<file path="config.mk">
export PLATFORM = sky130hd
export DESIGN_NAME = scanseq_top
export DESIGN_NICKNAME = d
export VERILOG_FILES = /design/src/rtl/scanseq_pkg.sv /design/src/rtl/scanseq_pipe.sv /design/src/rtl/scanseq_fsm.sv /design/src/rtl/scanseq_top.sv
export SDC_FILE = /design/constraint.sdc
export NUM_CORES = 1
export LEC_CHECK = 0
export ABC_CLOCK_PERIOD_IN_PS = 3300
export BUFFER_PORTS_ARGS = -buffer_cell sky130_fd_sc_hd__buf_2
export CELL_PAD_IN_SITES_DETAIL_PLACEMENT = 2
export CELL_PAD_IN_SITES_GLOBAL_PLACEMENT = 2
export CORE_ASPECT_RATIO = 0.5
export CORE_MARGIN = 8
export CORE_UTILIZATION = 35
export CTS_CLUSTER_SIZE = 14
export DETAILED_ROUTE_END_ITERATION = 10
export HOLD_SLACK_MARGIN = 0.12
export PLACE_DENSITY_LB_ADDON = 0.1
export REMOVE_ABC_BUFFERS = 1
export SLEW_MARGIN = 20
export SYNTH_ARGS = -nofsm -noshare
export SYNTH_HDL_FRONTEND = slang
export SYNTH_HIERARCHICAL = 1
export SYNTH_SLANG_ARGS = --single-unit
</file>
<file path="constraint.sdc">
create_clock -name clk -period 3.3 [get_ports clk]
set_clock_uncertainty 0.15 [all_clocks]
set_input_delay 0.825 -clock clk [delete_from_list [all_inputs] [get_ports clk]]
set_output_delay 0.825 -clock clk [all_outputs]
set_load 0.03 [all_outputs]
</file>
<file path="src/rtl/scanseq_pkg.sv">
package scanseq_pkg;

    typedef enum logic [2:0] {
        ST_IDLE,
        ST_SHIFT,
        ST_SETTLE,
        ST_CAPTURE,
        ST_POST
    } seq_state_t;

    // Pattern settings held for the life of one pattern
    typedef struct packed {
        logic [15:0] len;
        logic [7:0]  settle;
        logic        fast_mode;
    } pat_cfg_t;

    // Settle length actually used: never shorter than the distribution depth
    function automatic logic [7:0] clamp_settle(input logic [7:0] req, input int unsigned depth);
        if (int'(req) < int'(depth)) return 8'(depth);
        return req;
    endfunction

endpackage

</file>
<file path="src/rtl/scanseq_pipe.sv">
module scanseq_pipe #(
    parameter int STAGES = 4
) (
    input  logic clk,
    input  logic rst,
    input  logic d,
    output logic q
);
    logic [STAGES-1:0] chain;

    always_ff @(posedge clk) begin
        if (rst) chain <= '0;
        else     chain <= (chain << 1) | STAGES'(d);
    end

    assign q = chain[STAGES-1];
endmodule

</file>
<file path="src/rtl/scanseq_fsm.sv">
module scanseq_fsm
    import scanseq_pkg::*;
#(
    parameter int SE_STAGES = 4,
    parameter int LEN_W     = 16,
    parameter int SETTLE_W  = 8
) (
    input  logic                clk,
    input  logic                rst,
    input  logic                start,
    input  logic                at_speed,
    input  logic [LEN_W-1:0]    shift_len,
    input  logic [SETTLE_W-1:0] settle_cnt,
    output logic                se_raw,
    output logic                shift_ce,
    output logic                capture_ce,
    output logic                done,
    output logic                settle_err
);
    localparam int CNT_W = LEN_W + 1;
    localparam logic [CNT_W-1:0] DEPTH = CNT_W'(SE_STAGES);

    seq_state_t       state;
    pat_cfg_t         cfg;
    logic [CNT_W-1:0] cnt;
    logic [CNT_W-1:0] shift_last;
    logic [CNT_W-1:0] settle_last;

    assign shift_last  = DEPTH + CNT_W'(cfg.len) - CNT_W'(1);
    assign settle_last = CNT_W'(cfg.settle) - CNT_W'(1);

    always_ff @(posedge clk) begin
        if (rst) begin
            state      <= ST_IDLE;
            cfg        <= '0;
            cnt        <= '0;
            settle_err <= 1'b0;
        end else begin
            unique case (state)
                ST_IDLE: begin
                    if (start) begin
                        cfg.len       <= shift_len;
                        cfg.settle    <= clamp_settle(settle_cnt, SE_STAGES);
                        cfg.fast_mode <= at_speed;
                        cnt           <= '0;
                        state         <= ST_SHIFT;
                        if (int'(settle_cnt) < SE_STAGES) settle_err <= 1'b1;
                    end
                end
                ST_SHIFT: begin
                    if (cnt == shift_last) begin
                        cnt   <= '0;
                        state <= ST_SETTLE;
                    end else begin
                        cnt <= cnt + CNT_W'(1);
                    end
                end
                ST_SETTLE: begin
                    if (cnt == settle_last) begin
                        cnt   <= '0;
                        state <= ST_CAPTURE;
                    end else begin
                        cnt <= cnt + CNT_W'(1);
                    end
                end
                ST_CAPTURE: begin
                    if (cfg.fast_mode && cnt == '0) begin
                        cnt <= CNT_W'(1);
                    end else begin
                        cnt   <= '0;
                        state <= ST_POST;
                    end
                end
                ST_POST: state <= ST_IDLE;
                default: state <= ST_IDLE;
            endcase
        end
    end

    always_comb begin
        se_raw     = (state == ST_SHIFT);
        shift_ce   = (state == ST_SHIFT) && (cnt >= DEPTH);
        capture_ce = (state == ST_CAPTURE);
        done       = (state == ST_POST);
    end
endmodule

</file>
<file path="src/rtl/scanseq_top.sv">
module scanseq_top #(
    parameter int SE_STAGES   = 4,
    parameter int FAST_STAGES = 1,
    parameter int LEN_W       = 16,
    parameter int SETTLE_W    = 8
) (
    input  logic                clk,
    input  logic                rst,
    input  logic                start,
    input  logic                at_speed,
    input  logic [LEN_W-1:0]    shift_len,
    input  logic [SETTLE_W-1:0] settle_cnt,
    output logic                se_dist,
    output logic                se_fast,
    output logic                shift_ce,
    output logic                capture_ce,
    output logic                done,
    output logic                settle_err
);
    logic se_raw;

    scanseq_fsm #(
        .SE_STAGES (SE_STAGES),
        .LEN_W     (LEN_W),
        .SETTLE_W  (SETTLE_W)
    ) u_fsm (
        .clk        (clk),
        .rst        (rst),
        .start      (start),
        .at_speed   (at_speed),
        .shift_len  (shift_len),
        .settle_cnt (settle_cnt),
        .se_raw     (se_raw),
        .shift_ce   (shift_ce),
        .capture_ce (capture_ce),
        .done       (done),
        .settle_err (settle_err)
    );

    // Balanced distribution chain to the scan flops
    scanseq_pipe #(.STAGES(SE_STAGES)) u_tree (
        .clk (clk),
        .rst (rst),
        .d   (se_raw),
        .q   (se_dist)
    );

    // Short, lightly loaded copy for at-speed capture flops
    scanseq_pipe #(.STAGES(FAST_STAGES)) u_fast (
        .clk (clk),
        .rst (rst),
        .d   (se_raw),
        .q   (se_fast)
    );
endmodule

</file>
==> flow_summary_export.csv <==
group,metric,value,unit
run_status,status,"complete, no violations",
routing,drtIter0Drc,158,
clocking,h-tree-depth,2,
timing,fmax,0.323,GHz
setup_path,setup.worst_path.start_class,"register",
synth,synth_edf_count,0,
layout,drive_above_1_share,16.2,%
timing,tightest_slew,0.803,ns
timing,hold_violations,0,
floorplan,die_w,153,um
hold_path,holdCritStartpoint,"u_tree/chain[0]",
synth,synth_top_cell_by_area,"dfxtp_1",
clocking,clk_pin_slew,0.07,ns
synth,netlist_area,3290,um2
routing,antenna_left,0,
timing,drv_slew,0,
layout,fill_cells,1097,
floorplan,rows,25,
clocking,clkLatencyLatePin,0.30,ns
routing,wire_per_inst,20.1,um
power_and_ir_drop,power_density,451,nW/um2
synth,syn_inst,420,
routing,wl,11.3,mm
synth,ys_warn_count,6,
grt,overflow,0,
timing,tns,0,ns
timing,whs,0.301,ns
grt,use_met1,23.5,%
setup_path,crit_type,"register to register",
synth,ys_seq_area_share,31.0,%
synth,ys_ff_latch,51,
grt,first_global_vias,3515,
grt,grt_max_degree,44,
hold_path,hold_path_class,"register to register",
layout,area.growth.synth_to_final,14.6,%
clocking,clock_sinks,51,
floorplan,die_area,12900,um2
floorplan,pin_count,34,
timing,rsz0062_at_grt,"no",
timing,period_share,93.9,%
setup_path,crit_start,"u_fsm/cfg[10]",
synth,syn_area_per_cell,7.83,um2
clocking,cts_tree,"built",
layout,final_nets,475,
setup_path,path_max_fanout,8,
synth,synth-main-ff-cell,"dfxtp_1",
timing,setup_viol,0,
layout,antenna_cells,0,
grt,use_met3,3.69,%
synth,synth.distinct_cells,66,
synth,yosys-top-cells-area,"dfxtp_1 31%, nand2_1 7.0%, xnor2_1 5.1%",
floorplan,start_util,35.4,%
grt,met2_usage,30.0,%
placed_design,place.gp.congestion,0.812,
floorplan,core-area,9290,um2
timing,slew_headroom,46.4,%
placed_design,dp_hpwl,8.32,mm
clocking,cts_root_buf,"clkbuf_16",
synth,synth_most_common_cell,"nand2_1",
setup_path,cp.required,3.34,ns
routing,firstDrtPassIters,4,
routing,routed_via_density,5.80,
power_and_ir_drop,p_leak,0.00149,uW
routing,vias,3276,
setup_path,critPathArrivalTime,3.14,ns
floorplan,die_h,84.6,um
clocking,clockBufferDepth,2,
synth,synth_common_cells,"61 x nand2_1, 51 x dfxtp_1, 29 x a21oi_1",
grt,top_usage_layer,"met2",
setup_path,critPathCaptureType,"register",
timing,finalCriticalPeriod,3.10,ns
placed_design,io_buffers,33,
synth,synthArstFlopShare,0,%
job,maxCapViolCount,0,
grt,grt_pass1_wl,18.9,mm
grt,grt_use_total,18.0,%
synth,synth_top_area_share,31.0,%
setup_path,r2r_start,"u_fsm/cfg[10]",
routing,drcViolationCount,0,
clocking,numCtsBuffers,5,
power_and_ir_drop,peakVddDrop,192,uV
grt,antenna_found_initial,0,
-- final cells by class --
cell class                 instances  area [um2]  area share (%)
tap                              121         151            4.01
inverter                          14        52.6            1.39
timing repair buffer              48         290            7.70
clock inverter                     2        35.0           0.929
multi-input combinational        323        2080            55.2
sequential                        51        1020            27.1
clock buffer                       6         139            3.68
-- report_power, final --
| part | leakage, uW | internal, uW | switching, uW |
|---|---|---|---|
| Combinational | 0.000985 | 150 | 211 |
| Sequential | 0.000416 | 650 | 48.5 |
| Clock | 0.0000868 | 379 | 262 |
-- worst max-delay path: stages (launching register included) --
cell	delay (ns)
dfxtp_1	0.43
inv_1	0.07
ha_1	0.25
and4b_2	0.39
nand3_1	0.12
or4b_1	0.51
a211oi_2	0.38
a21o_4	0.25
a21oi_4	0.09
a221o_1	0.35
-- cell usage in the layout (no fill, tap or decap), types with 11 or more instances in the layout --
cell     count
dfxtp_1     51
nor3_1      15
buf_2       33
nand2_1     61
nor2_1      21
nand3_1     11
xnor2_1     19
buf_4       14
xor2_1      11
inv_1       14
a21oi_1     29
-- repair_timing --
item                                   CTS  global route
buffers inserted                         0             2
hold buffers                             0             0
endpoints found under the hold margin    0             0
setup endpoints to repair                0             3
gates resized for setup                  0             1
-- per-layer routing --
metal / vias up / part of all wire, %
met5: - / 0
met4: 0 / 0.62
met3: 7 / 5.1
met2: 61 / 46
met1: 1649 / 48
li1: 1559 / -
-- logic make-up after synthesis --
family | synth area share [%]
adders and majority gates | 1.52
DFF | 31.0
buffers and inverters | 5.74
AOI/OAI and AO/OA | 23.3
and+or+nand+nor | 29.7
xor gates and xnor gates | 7.98
muxes | 0.646
-- per-stage QoR --
step                instances  util, %  total power, uW  cell area, um2  worst slack (ns)
floorplan                 388        -              927            3150             0.454
global placement          555     38.4             1040            3570             0.301
detailed placement        555     38.4             1060            3570             0.106
CTS                       563     40.3             1710            3740            0.0814
global route              565     40.6             1790            3770            0.0574
finish                    565     40.6             1700            3770             0.200
-- sequential cells by signal, summed over array words and instances, names as in the netlist --
register and count:
u_fsm/cfg 25, u_fsm/state 3, u_fsm/cnt 17, u_fast/q 1, u_tree/chain 4, u_fsm/settle_err 1
-- path summary, 6_finish.rpt --
kind	depth (start not counted)	slack [ns]	to
max	9	0.20	u_fsm/cnt[5]
min	1	0.30	u_tree/chain[1]
max reg2reg	9	0.20	u_fsm/cnt[5]
min reg2reg	1	0.30	u_tree/chain[1]
No activity file was read; power rests on OpenSTA's default activity.
